==> src/rtl/spi_txn_pkg.sv <==
package spi_txn_pkg;

  localparam int MODE_W     = 32;
  localparam int CMD_W      = 32;
  localparam int DIV_W      = 10;
  localparam int CS_POL_BIT = 20;

  typedef struct packed {
    logic       idle_hi;
    logic       cap_first;
    logic       msb_first;
    logic       div16;
    logic [3:0] pm;
    logic       cs_low;
    logic [3:0] len_m1;
  } mode_t;

  typedef enum logic [2:0] {
    ST_IDLE,
    ST_FETCH,
    ST_SHIFT,
    ST_PUSH,
    ST_END
  } state_t;

  // Field positions are fixed by the mode word layout.
  function automatic mode_t mode_unpack(input logic [MODE_W-1:0] w);
    mode_t m;
    m.idle_hi   = w[31];
    m.cap_first = w[30];
    m.msb_first = w[29];
    m.div16     = w[28];
    m.pm        = w[27:24];
    m.cs_low    = w[CS_POL_BIT];
    m.len_m1    = w[19:16];
    return m;
  endfunction

  // Clock cycles per SCK half period.
  function automatic logic [DIV_W-1:0] half_cycles(input logic div16, input logic [3:0] pm);
    logic [DIV_W-1:0] pe;
    logic [DIV_W-1:0] h;
    pe = (pm < 4'd2) ? DIV_W'(2) : DIV_W'(pm);
    h  = (pe + DIV_W'(1)) << 1;
    if (div16) h = h << 4;
    return h;
  endfunction

  // Character length in bits, clamped to a minimum of 4.
  function automatic logic [4:0] char_bits(input logic [3:0] len_m1);
    logic [4:0] b;
    b = {1'b0, len_m1} + 5'd1;
    return (b < 5'd4) ? 5'd4 : b;
  endfunction

endpackage

==> src/rtl/spi_clk_div.sv <==
module spi_clk_div #(
  parameter int DIV_W = 10
) (
  input  logic             clk,
  input  logic             rst_n,
  input  logic             run,
  input  logic [DIV_W-1:0] half_len,
  output logic             tick
);

  logic [DIV_W-1:0] cnt_q;

  assign tick = run && (cnt_q == '0);

  always_ff @(posedge clk or negedge rst_n) begin
    if (!rst_n) begin
      cnt_q <= '0;
    end else if (!run || (cnt_q == '0)) begin
      cnt_q <= half_len - DIV_W'(1);
    end else begin
      cnt_q <= cnt_q - DIV_W'(1);
    end
  end

endmodule

==> src/rtl/spi_char_shift.sv <==
module spi_char_shift #(
  parameter int DATA_W = 16,
  localparam int CNT_W = $clog2(DATA_W + 1),
  localparam int EDGE_W = CNT_W + 1
) (
  input  logic              clk,
  input  logic              rst_n,
  input  logic              park_i,
  input  logic              idle_lvl_i,
  input  logic              load_i,
  input  logic [DATA_W-1:0] tx_word_i,
  input  logic [CNT_W-1:0]  nbits_i,
  input  logic              msb_first_i,
  input  logic              cap_first_i,
  input  logic              edge_i,
  input  logic              ser_in_i,
  output logic              sck_o,
  output logic              mosi_o,
  output logic [DATA_W-1:0] rx_word_o,
  output logic              char_done_o
);

  logic [EDGE_W-1:0] edge_q;
  logic [EDGE_W-1:0] edge_m1;
  logic [DATA_W-1:0] tx_q;
  logic [CNT_W-1:0]  drv_idx;
  logic [CNT_W-1:0]  cap_idx;
  logic              cap_evt;

  // Serial position to word lane, honouring bit order.
  function automatic logic [CNT_W-1:0] lane(input logic [CNT_W-1:0] idx,
                                            input logic [CNT_W-1:0] nb,
                                            input logic             msb);
    return msb ? (nb - CNT_W'(1) - idx) : idx;
  endfunction

  assign edge_m1     = edge_q - EDGE_W'(1);
  assign drv_idx     = cap_first_i ? edge_q[EDGE_W-1:1]
                                   : ((edge_q == '0) ? '0 : edge_m1[EDGE_W-1:1]);
  assign cap_idx     = edge_q[EDGE_W-1:1];
  assign cap_evt     = edge_i && (cap_first_i ? ~edge_q[0] : edge_q[0]);
  assign char_done_o = (edge_q == {nbits_i, 1'b0});
  assign mosi_o      = (drv_idx < nbits_i) ? tx_q[lane(drv_idx, nbits_i, msb_first_i)] : 1'b0;

  always_ff @(posedge clk or negedge rst_n) begin
    if (!rst_n) begin
      edge_q    <= '0;
      sck_o     <= 1'b0;
      tx_q      <= '0;
      rx_word_o <= '0;
    end else if (park_i) begin
      sck_o <= idle_lvl_i;
    end else if (load_i) begin
      edge_q    <= '0;
      sck_o     <= idle_lvl_i;
      tx_q      <= tx_word_i;
      rx_word_o <= '0;
    end else if (edge_i) begin
      edge_q <= edge_q + EDGE_W'(1);
      sck_o  <= ~sck_o;
      if (cap_evt) rx_word_o[lane(cap_idx, nbits_i, msb_first_i)] <= ser_in_i;
    end
  end

endmodule

==> src/rtl/spi_cs_drive.sv <==
module spi_cs_drive #(
  parameter int NUM_CS = 4,
  localparam int SEL_W = (NUM_CS > 1) ? $clog2(NUM_CS) : 1
) (
  input  logic              active_i,
  input  logic [SEL_W-1:0]  sel_i,
  input  logic [NUM_CS-1:0] low_act_i,
  output logic [NUM_CS-1:0] cs_o
);

  for (genvar g = 0; g < NUM_CS; g++) begin : g_line
    assign cs_o[g] = (active_i && (sel_i == SEL_W'(g))) ? ~low_act_i[g] : low_act_i[g];
  end

endmodule

==> src/rtl/spi_txn_engine.sv <==
module spi_txn_engine
  import spi_txn_pkg::*;
#(
  parameter int NUM_CS = 4,
  parameter int DATA_W = 16,
  parameter int LEN_W  = 16
) (
  input  logic                     clk,
  input  logic                     rst_n,
  input  logic                     cfg_enable,
  input  logic                     cfg_loop,
  input  logic [NUM_CS*MODE_W-1:0] cs_modes,
  input  logic                     cmd_valid,
  input  logic [CMD_W-1:0]         cmd_word,
  input  logic [DATA_W-1:0]        tx_data,
  input  logic                     tx_empty,
  output logic                     tx_pop,
  output logic [DATA_W-1:0]        rx_data,
  output logic                     rx_push,
  input  logic                     rx_full,
  output logic                     sck_o,
  output logic                     mosi_o,
  input  logic                     miso_i,
  output logic [NUM_CS-1:0]        cs_o,
  output logic                     busy,
  output logic                     done
);

  localparam int SEL_W = (NUM_CS > 1) ? $clog2(NUM_CS) : 1;
  localparam int CNT_W = $clog2(DATA_W + 1);

  state_t             state_q;
  mode_t              cur_mode;
  mode_t              new_mode;
  logic [SEL_W-1:0]   sel_q;
  logic [SEL_W-1:0]   cmd_sel;
  logic [LEN_W-1:0]   left_q;
  logic               start;
  logic               abort;
  logic               park;
  logic               cs_act;
  logic               shift_run;
  logic               tick;
  logic               char_done;
  logic               mosi_int;
  logic               ser_in;
  logic               idle_lvl;
  logic [CNT_W-1:0]   nbits;
  logic [DIV_W-1:0]   half_len;
  logic [NUM_CS-1:0]  low_act;
  logic               unused_bits;

  assign unused_bits = ^{cmd_word, cs_modes};

  // Command decode and event wires
  assign cmd_sel   = cmd_word[CMD_W-1 -: SEL_W];
  assign new_mode  = mode_unpack(cs_modes[cmd_sel*MODE_W +: MODE_W]);
  assign start     = (state_q == ST_IDLE) && cfg_enable && cmd_valid;
  assign abort     = (state_q != ST_IDLE) && !cfg_enable;
  assign park      = start;
  assign cs_act    = (state_q == ST_FETCH) || (state_q == ST_SHIFT) || (state_q == ST_PUSH);
  assign nbits     = CNT_W'(char_bits(cur_mode.len_m1));
  assign half_len  = half_cycles(cur_mode.div16, cur_mode.pm);
  assign shift_run = (state_q == ST_SHIFT) && !char_done && cfg_enable;
  assign idle_lvl  = park ? new_mode.idle_hi : cur_mode.idle_hi;
  assign ser_in    = cfg_loop ? mosi_int : miso_i;

  // FIFO side and status
  assign tx_pop  = (state_q == ST_FETCH) && cfg_enable && !tx_empty;
  assign rx_push = (state_q == ST_PUSH) && cfg_enable && !rx_full;
  assign busy    = (state_q != ST_IDLE);
  assign done    = (state_q == ST_END);
  assign mosi_o  = cs_act ? mosi_int : 1'b0;

  for (genvar g = 0; g < NUM_CS; g++) begin : g_pol
    assign low_act[g] = cs_modes[g*MODE_W + CS_POL_BIT];
  end

  always_ff @(posedge clk or negedge rst_n) begin
    if (!rst_n) begin
      state_q  <= ST_IDLE;
      cur_mode <= '0;
      sel_q    <= '0;
      left_q   <= '0;
    end else if (abort) begin
      state_q <= ST_IDLE;
    end else begin
      case (state_q)
        ST_IDLE: if (start) begin
          sel_q    <= cmd_sel;
          cur_mode <= new_mode;
          left_q   <= cmd_word[LEN_W-1:0];
          state_q  <= ST_FETCH;
        end
        ST_FETCH: if (!tx_empty) state_q <= ST_SHIFT;
        ST_SHIFT: if (char_done) state_q <= ST_PUSH;
        ST_PUSH: if (!rx_full) begin
          if (left_q == '0) begin
            state_q <= ST_END;
          end else begin
            left_q  <= left_q - LEN_W'(1);
            state_q <= ST_FETCH;
          end
        end
        ST_END:  state_q <= ST_IDLE;
        default: state_q <= ST_IDLE;
      endcase
    end
  end

  spi_clk_div #(.DIV_W(DIV_W)) div_i (
    .clk      (clk),
    .rst_n    (rst_n),
    .run      (shift_run),
    .half_len (half_len),
    .tick     (tick)
  );

  spi_char_shift #(.DATA_W(DATA_W)) shf_i (
    .clk         (clk),
    .rst_n       (rst_n),
    .park_i      (park),
    .idle_lvl_i  (idle_lvl),
    .load_i      (tx_pop),
    .tx_word_i   (tx_data),
    .nbits_i     (nbits),
    .msb_first_i (cur_mode.msb_first),
    .cap_first_i (cur_mode.cap_first),
    .edge_i      (tick),
    .ser_in_i    (ser_in),
    .sck_o       (sck_o),
    .mosi_o      (mosi_int),
    .rx_word_o   (rx_data),
    .char_done_o (char_done)
  );

  spi_cs_drive #(.NUM_CS(NUM_CS)) csd_i (
    .active_i  (cs_act),
    .sel_i     (sel_q),
    .low_act_i (low_act),
    .cs_o      (cs_o)
  );

endmodule

==> config.mk <==
export PLATFORM = sky130hd
export DESIGN_NAME = spi_txn_engine
export DESIGN_NICKNAME = d
export VERILOG_FILES = /design/src/rtl/spi_txn_pkg.sv /design/src/rtl/spi_clk_div.sv /design/src/rtl/spi_char_shift.sv /design/src/rtl/spi_cs_drive.sv /design/src/rtl/spi_txn_engine.sv
export SDC_FILE = /design/constraint.sdc
export NUM_CORES = 1
export LEC_CHECK = 0
export ABC_AREA = 1
export BUFFER_PORTS_ARGS = -buffer_cell sky130_fd_sc_hd__buf_2
export CAP_MARGIN = 20
export CORE_AREA = 4 4 229 119
export CTS_CLUSTER_SIZE = 8
export DETAILED_ROUTE_END_ITERATION = 7
export DIE_AREA = 0 0 233 123
export HOLD_SLACK_MARGIN = 0.12
export PLACE_DENSITY = 0.45
export SLEW_MARGIN = 20
export SYNTH_ARGS = -nofsm -noshare
export SYNTH_HDL_FRONTEND = slang
export SYNTH_HIERARCHICAL = 1
export SYNTH_SLANG_ARGS = --single-unit
==> constraint.sdc <==
create_clock -name clk -period 7.65 [get_ports clk]
set_input_delay 0.765 -clock clk [delete_from_list [all_inputs] [get_ports clk]]
set_output_delay 0.765 -clock clk [all_outputs]
set_load 0.05 [all_outputs]
# After elaboration in Yosys (flattened, before gate mapping)
# Cells that the tools add are included.
# word_totals
reg_bits	82
out_inout_bits	26
word_cells	135
input_bits	184
# classes
n_eq_ne	15
muxes	41
n_shift	1
reduce_logical	40
bitwise	8
n_lt_le_gt_ge	6
n_addsub	10
# op_table
op	n
indexed part select 128 x 8 -> 32 bit	1
two-way mux 16 bit	6
one-hot mux 16 bit (2 select lines)	1
two-way mux 5 bit	5
two-way mux 10 bit	2
subtractor 10 x 1 -> 10 bit (second input constant)	2
two-way mux 3 bit	6
bitwise mux 16 bit	1
logical AND 1 bit	16
logical NOT 16 bit	1
subtractor 16 x 1 -> 16 bit (second input constant)	1
two-way mux 1 bit	14
two-way mux 6 bit	2
inequality test 3 bit (second input constant)	4
one-hot mux 3 bit (4 select lines)	1
adder 4 x 1 -> 5 bit (second input constant)	2
logical NOT 10 bit	1
< comparator 5 bit (second input constant)	2
subtractor 5 bit	2
NOT 1 bit	8
adder 6 x 1 -> 6 bit (second input constant)	1
== test 3 x 2 -> 1 bit (second input constant)	2
== test 6 bit	1
logical NOT 6 bit	1
other kinds (24)	38

# Logic depth before layout (Yosys ltp)
# Gate-level depths: netlist of run 1.
# depth
word_depth	14
ltp_mapped	26
mapped_depth_nobuf	25

# Hierarchy
# Netlist of run 1, hierarchy kept.
# by_module_without_submodules
mod	area_per_inst_um2	seq_area_each_um2	instances	cells_per_inst
spi_char_shift	2879.0	975.9	1	410
spi_txn_engine	2526.2	825.8	1	395
spi_clk_div	714.4	250.2	1	100
spi_cs_drive	116.4	0.0	1	28

# Worst setup path after synthesis of run 1
# No wires, ideal clock.
# synth_timing
path_type	reg2out
from	register cur_mode[2] (netlist bit)
to	output mosi_o
slack_ns	2.963
t_arrival_ns	3.922
path_buffers	0
path_stages_with_launch	17
required_time_ns	6.885
cell_sequence	dfrtp_1 > nand3_1 > xor2_1 > nor3_1 > nor2_1 > inv_1 > ha_1 > inv_1 > fa_1 > or2_2 > nand2_2 > nand3_1 > nand3_1 > nand3_1 > a21oi_1 > inv_1 > nor3_1
# synth_via
elab_chain_len	10
word_cells_on_any_way	11
cone_classes	add/sub (3); order compare (2); mux (6)
# synth_lines
item	line_no	source
from (decl)	spi_txn_engine.sv:33	mode_t cur_mode;
from (signal assigned)	spi_txn_engine.sv:91	cur_mode <= new_mode;
adder 4 x 1 -> 5 bit *	spi_txn_pkg.sv:52	b = {1'b0, len_m1} + 5'd1;
< comparator 5 x 3 -> 1 bit	spi_txn_pkg.sv:53	return (b < 5'd4) ? 5'd4 : b;
two-way mux 5 bit *	spi_txn_pkg.sv:53	
named net nbits[3]	spi_txn_engine.sv:48	logic [CNT_W-1:0] nbits;
subtractor 5 x 1 -> 5 bit	spi_char_shift.sv:34	return msb ? (nb - CNT_W'(1) - idx) : idx;
subtractor 5 bit	spi_char_shift.sv:34	
two-way mux 5 bit	spi_char_shift.sv:34	
binary-select mux 1 bit (select 4 bit)	spi_char_shift.sv:43	assign mosi_o = (drv_idx < nbits_i) ? tx_q[lane(drv_idx, nbits_i, msb_first_i)] : 1'b0;
two-way mux 1 bit (implied by the code)	spi_char_shift.sv:43	
two-way mux 1 bit *	spi_char_shift.sv:43	
named net mosi_int	spi_txn_engine.sv:45	logic mosi_int;
two-way mux 1 bit *	spi_txn_engine.sv:73	assign mosi_o = cs_act ? mosi_int : 1'b0;
to (decl)	spi_txn_engine.sv:22	output logic mosi_o,
# The timed path passes the listed nets; every way through them passes the cells marked *. The select of a mux whose other input is x is not followed.

# Final worst setup path of run 1
# layout_timing
from	register cur_mode[0] (netlist bit)
to	output mosi_o
# Same word-level chain as after synthesis.

==> impl_metrics.toml, run 1 <==
[sta]
min_period_over_period_pct = 64.6
slew_viol_final = 0
fin_crit_ns = 4.94
timing.setup.tns_ns = 0
tightest_slew_ns = 1.10
hold_viol_final = 0
rsz0062_at_grt = "false"
setup_violations = 0
relSlewSlack_pct = 26.5
worst_clock_skew_ns = 0.00670
fmax_mhz = 202

[routing]
drc = 0
drt_iter0_drc = 377
viasPerCell = 4.41
finalWirelength_um = 17100
vias = 6127
dr.pass1.iters = 5
ant_nets = 0
wire_per_inst_um = 12.3

[critical_path]
rr_worst_depth = 20
r2r_start = "cur_mode[0]"
rrSetupSlack_ns = 2.71
cp-start-kind = "flip-flop"
critPathKind = "flip-flop to output pin"
cp-startpoint = "cur_mode[0]"
cp_max_fo = 5
required_ns = 6.88
end_kind = "output pin"
arrival_ns = 4.18

[min_path]
hold_class = "input port to async pin"

[clock_network]
cts.repair.resized = 0
numCtsBuffers = 9
cts_buffer_depth = 2
cts_sinks = 82
cts_setup_buffers = 0
cts-root-buf = "clkbuf_16"
postCtsHoldBufs = 0
cts_tree = "done"
clk_latency_ns = 0.36
clkSlewWorstSetupHoldPaths_ns = 0.06
cts_max_level = 3

[layout]
fin_nets = 1246
drive_gt1_share_pct = 19.5
design_area_sq_mm = 0.00741
area_delta_synth_final_pct = 18.9
diodes = 0
fin_util_pct = 29.6

[yosys]
synth_cell_types = 46
ys_seq_area_share_pct = 32.9
synth.avg_cell_area_sq_um = 6.68
synth-edff-count = 0
yosys.area.top_type = "dfrtp_1"
syn-cell-area_sq_mm = 0.00624
synth_most_common_cell = "nand2_1"
yosysTopAreaCellShare_pct = 32.9
synth_warnings = 6
synth_cells = 933
syn_nets = 1138
synth_seq_cells = 82
netlist_top_cells_area = "dfrtp_1 33%, nand2_1 18%, nand3_1 6.8%, inv_1 6.1%, o21ai_0 5.5%"
synth-async-reset-ratio_pct = 100
ys.flop_type = "dfrtp_1"
synthTopCellsByCount = "299 x nand2_1, 101 x inv_1, 90 x nor2_1, 85 x nand3_1, 82 x dfrtp_1"

[placement]
io_buffers = 119
hpwl_um = 13100
gp_congestion = 0.846
place_area_sq_mm = 0.00713

[global_routing]
grt_use_total_pct = 12.5
grt_max_degree = 56
grt_pass1_wl_um = 28700
grt_pass1_vias = 5989
overflow = 0
antenna_found_initial = 0

[floorplan]
dieArea_sq_mm = 0.0287
io_pins = 210
die_x_um = 233
die_y_um = 123
fp-row-count = 41
design.core.area_sq_mm = 0.0250
initial_utilization_pct = 24.9

[outcome]
status = "finished clean"

[power_and_ir_drop]
p_leak_nw = 3.85
vdd_drop_max_mv = 0.155
power.density_mw_per_mm2 = 481

[run]
drv_cap = 0
metal layers:
layer,part of all wire (%),up-vias,global-route usage [%]
li1,-,3203,-
met1,48,2825,15.6
met4,1.7,0,3.58
met3,3.6,21,3.57
met2,46,78,21.1
met5,0,-,0
worst paths after layout:
check / end
max reg2reg: shf_i/rx_word_o[10]
min in group clk: shf_i/rx_word_o[1]
max: mosi_o
max in group asynchronous: left_q[13]
min: shf_i/tx_q[1]
min reg2reg: shf_i/rx_word_o[1]
logic make-up (layout without fill, tap and decap cells):
| group | after synthesis | in the layout | share of synthesized area (%) |
|---|---|---|---|
| AOI/OAI and AO/OA | 129 | 129 | 12.2 |
| xor gates and xnor gates | 14 | 14 | 1.97 |
| adders and majority gates | 21 | 21 | 4.45 |
| buffers and inverters | 141 | 253 | 9.59 |
| DFF | 82 | 82 | 32.9 |
| muxes | 3 | 3 | 0.482 |
| other | 1 | 1 | 0.0601 |
| and+or+nand+nor | 542 | 542 | 38.3 |
sequential cells by signal (all words and copies together), names as in the netlist:
register / flops
cur_mode: 12
div_i/cnt_q: 10
left_q: 16
sel_q: 2
shf_i/edge_q: 6
shf_i/rx_word_o: 16
shf_i/sck_o: 1
shf_i/tx_q: 16
state_q: 3
layout by cell type, fill, tap and decap left out, types with 13 or more instances in the layout:
cell type / synthesis / routed
a21oi_1: 18 / 18
buf_2: 4 / 118
dfrtp_1: 82 / 82
ha_1: 19 / 19
inv_1: 101 / 101
nand2_1: 299 / 299
nand2_2: 13 / 13
nand3_1: 85 / 85
nor2_1: 90 / 90
o21ai_0: 69 / 69
o22ai_1: 14 / 14
power by group:
group / internal (mW) / total, mW / switching [mW]
Sequential: 0.595 / 0.748 / 0.152
Combinational: 0.813 / 2.40 / 1.59
Clock: 0.235 / 0.421 / 0.186
metrics by stage:
step,hold slack (ns),std cells,setup slack (ns),power (mW)
finish,0.329,1389,2.71,3.57
floorplan,0.433,933,2.96,2.67
global placement,0.453,1374,2.71,3.13
CTS,0.319,1389,2.60,3.63
detailed placement,0.455,1374,2.69,3.17
global route,0.341,1389,2.32,3.99
worst max-delay path, cell delays in order, from the launching register on:
cell and delay [ns]:
dfrtp_1 0.42, nand3_1 0.11, xor2_1 0.37, nor3_1 0.12, nor2_1 0.30, inv_1 0.12, ha_1 0.36, inv_1 0.11
fa_1 0.46, or2_2 0.31, nand2_2 0.12, nand3_1 0.10, nand3_1 0.09, nand3_1 0.07, a21oi_1 0.14, inv_1 0.14
nor3_1 0.19, buf_2 0.30
area by class of cell:
| cell class | count | area (sq um) |
|---|---|---|
| repair buffers | 123 | 628 |
| well taps | 344 | 430 |
| clock inverters | 4 | 27.5 |
| clock buffers | 11 | 253 |
| multi-input cells | 710 | 3590 |
| inverters | 115 | 435 |
| flip-flops and latches | 82 | 2050 |
| fillers | 2815 | 17600 |
No activity file was read; power rests on OpenSTA's default activity.
==> run 2, diff against run 1 <==
--- a/config.mk
+++ b/config.mk
@@ -13,7 +13,7 @@
 export DETAILED_ROUTE_END_ITERATION = 7
 export DIE_AREA = 0 0 233 123
 export HOLD_SLACK_MARGIN = 0.12
-export PLACE_DENSITY = 0.45
+export PLACE_DENSITY = 0.47
 export SLEW_MARGIN = 20
 export SYNTH_ARGS = -nofsm -noshare
 export SYNTH_HDL_FRONTEND = slang
==> constraint.sdc (replaced) <==
create_clock -name clk -period 4.3 [get_ports clk]
set_input_delay 0.43 -clock clk [delete_from_list [all_inputs] [get_ports clk]]
set_output_delay 0.43 -clock clk [all_outputs]
set_load 0.05 [all_outputs]
==> impl_metrics.toml, run 2 (synthesis results as in run 1) <==
[routing]
ant_nets = 0
dr.pass1.iters = 5
viasPerCell = 4.40
drc = 0
vias = 6173
wire_per_inst_um = 12.4
finalWirelength_um = 17500
drt_iter0_drc = 339

[placement]
io_buffers = 119
gp_congestion = 0.819
hpwl_um = 13200

[floorplan]
io_pins = 210
dieArea_sq_mm = 0.0287
die_x_um = 233
design.core.area_sq_mm = 0.0250
fp-row-count = 41
die_y_um = 123
initial_utilization_pct = 24.9

[power_and_ir_drop]
switching_share_pct = 52.7
intPower_mw = 3.17
p_sw_mw = 3.53
power_frac_comb_pct = 67.3
power.density_mw_per_mm2 = 879
p_clk_share_pct = 12.9
p_seq_share_pct = 19.9
p_leak_nw = 3.95
vdd_drop_max_mv = 0.330

[outcome]
status = "finished clean"

[sta]
worst_clock_skew_ns = 0.0101
fmax_mhz = 245
fin_hold_ws_ns = 0.175
min_period_over_period_pct = 95.1
fin_crit_ns = 4.09
relSlewSlack_pct = 39.6
slew_viol_final = 0
rsz0062_at_grt = "true"
setup_violations = 0
hold_viol_final = 0
tightest_slew_ns = 0.906

[critical_path]
arrival_ns = 3.66
end_kind = "output pin"
rrSetupSlack_ns = 0.31
cp-start-kind = "flip-flop"
rr_worst_depth = 24
rr_endpoint = "div_i/cnt_q[6]"
required_ns = 3.87
cp-startpoint = "cur_mode[0]"
critPathKind = "flip-flop to output pin"
crit_end = "mosi_o"
r2r_start = "cur_mode[0]"
cp_max_fo = 5

[layout]
drive_gt1_share_pct = 22.0
diodes = 0
top_regs = "left_q (16), shf_i/rx_word_o (16), shf_i/tx_q (16)"
fin_nets = 1260
fin_util_pct = 30.4
final_cell_mix = "299 x nand2_1, 117 x buf_2, 97 x inv_1"
fillers = 2779
multi_input_area_sq_mm = 0.00364
area_delta_synth_final_pct = 22.2
register_area_sq_mm = 0.00205
layout_commonest_cell = "nand2_1"

[clock_network]
cts_tree = "done"
cts_max_level = 3
clk_latency_ns = 0.36
numCtsBuffers = 9
clkSlewWorstSetupHoldPaths_ns = 0.06
postCtsHoldBufs = 0
cts-root-buf = "clkbuf_16"
cts_sinks = 82
cts_buffer_depth = 2

[global_routing]
grt_pass1_wl_um = 29800
overflow = 0
grt_use_total_pct = 12.8
grt_max_degree = 68
grt_pass1_vias = 6133
antenna_found_initial = 0

[run]
drv_cap = 0

[min_path]
hold_class = "input port to async pin"
-- run 2: cell types whose count changed in the layout (fill, tap and decap cells not counted), moves of 2 or more --
cell / delta
dfrtp_2: +2
dfrtp_1: -2
buf_4: +14
inv_1: -4
inv_2: +4
clkinvlp_4: -2
bufinv_16: +2
nor2_1: -2
nor3_1: -2
nor2_2: +2
xor2_2: +3
xor2_1: -3
-- run 2: repair_timing --
action / 4_1_cts / 5_1_grt
resized for setup: 3 / 16
setup endpoints to repair: 1 / 25
endpoints found under the hold margin: 0 / 0
buffers inserted: 0 / 0
pin swaps: 0 / 1
-- run 2: power by group through the flow --
stage | clock network [mW] | logic (mW) | registers (mW)
3_3_place_gp | 0 | 4.34 | 1.33
3_5_place_dp | 0 | 4.40 | 1.34
2_1_floorplan | 0 | 3.48 | 1.28
5_1_grt | 0.932 | 5.19 | 1.38
6_report | 0.862 | 4.50 | 1.33
4_1_cts | 0.903 | 4.45 | 1.33
-- run 2: critical path, stage by stage (launching register included) --
cell	delay [ns]
dfrtp_2	0.44
ha_2	0.22
xor2_2	0.18
nor3_4	0.07
nor2_2	0.13
inv_1	0.08
ha_1	0.34
inv_2	0.08
fa_1	0.45
or2_2	0.31
nand2_2	0.12
nand3_1	0.09
nand3_1	0.10
nand3_1	0.09
a21oi_2	0.16
inv_2	0.08
nor3_2	0.18
buf_6	0.19
-- run 2: cell type report --
| type | count | area share, % |
|---|---|---|
| clock buffer | 11 | 3.19 |
| sequential | 82 | 27.0 |
| clock inverter | 5 | 1.02 |
| timing repair buffer | 137 | 9.71 |
| tap | 344 | 5.65 |
| inverter | 115 | 5.72 |
| multi-input combinational | 710 | 47.7 |
-- run 2: per-stage QoR --
step,instance area (sq um),setup slack [ns],total power [mW],setup TNS [ns],std cells
final,7620,0.210,6.70,0,1404
after global routing,7620,-0.0233,7.50,-0.0233,1404
after CTS,7570,0.00996,6.68,0,1404
after detailed placement,7240,0.158,5.73,0,1388
after global placement,7240,0.0934,5.67,0,1388
after floorplan,6240,0.367,4.76,0,933
-- run 2: routing by layer --
metal | vias up | share of wire, % | global-route usage [%]
met5 | - | 0 | 0
met4 | 0 | 1.0 | 2.80
met2 | 68 | 48 | 22.0
met1 | 2861 | 47 | 16.4
li1 | 3231 | - | -
met3 | 13 | 3.1 | 3.20
-- run 2: worst min path at each step --
stage	startpoint	to	slack (ns)
floorplan	rst_n	cur_mode[0]	0.13
global placement	shf_i/tx_q[12]	shf_i/tx_q[12]	0.45
detailed placement	shf_i/tx_q[12]	shf_i/tx_q[12]	0.45
CTS	rst_n	shf_i/rx_word_o[1]	0.23
global route	rst_n	shf_i/rx_word_o[1]	0.26
finish	rst_n	shf_i/rx_word_o[5]	0.18
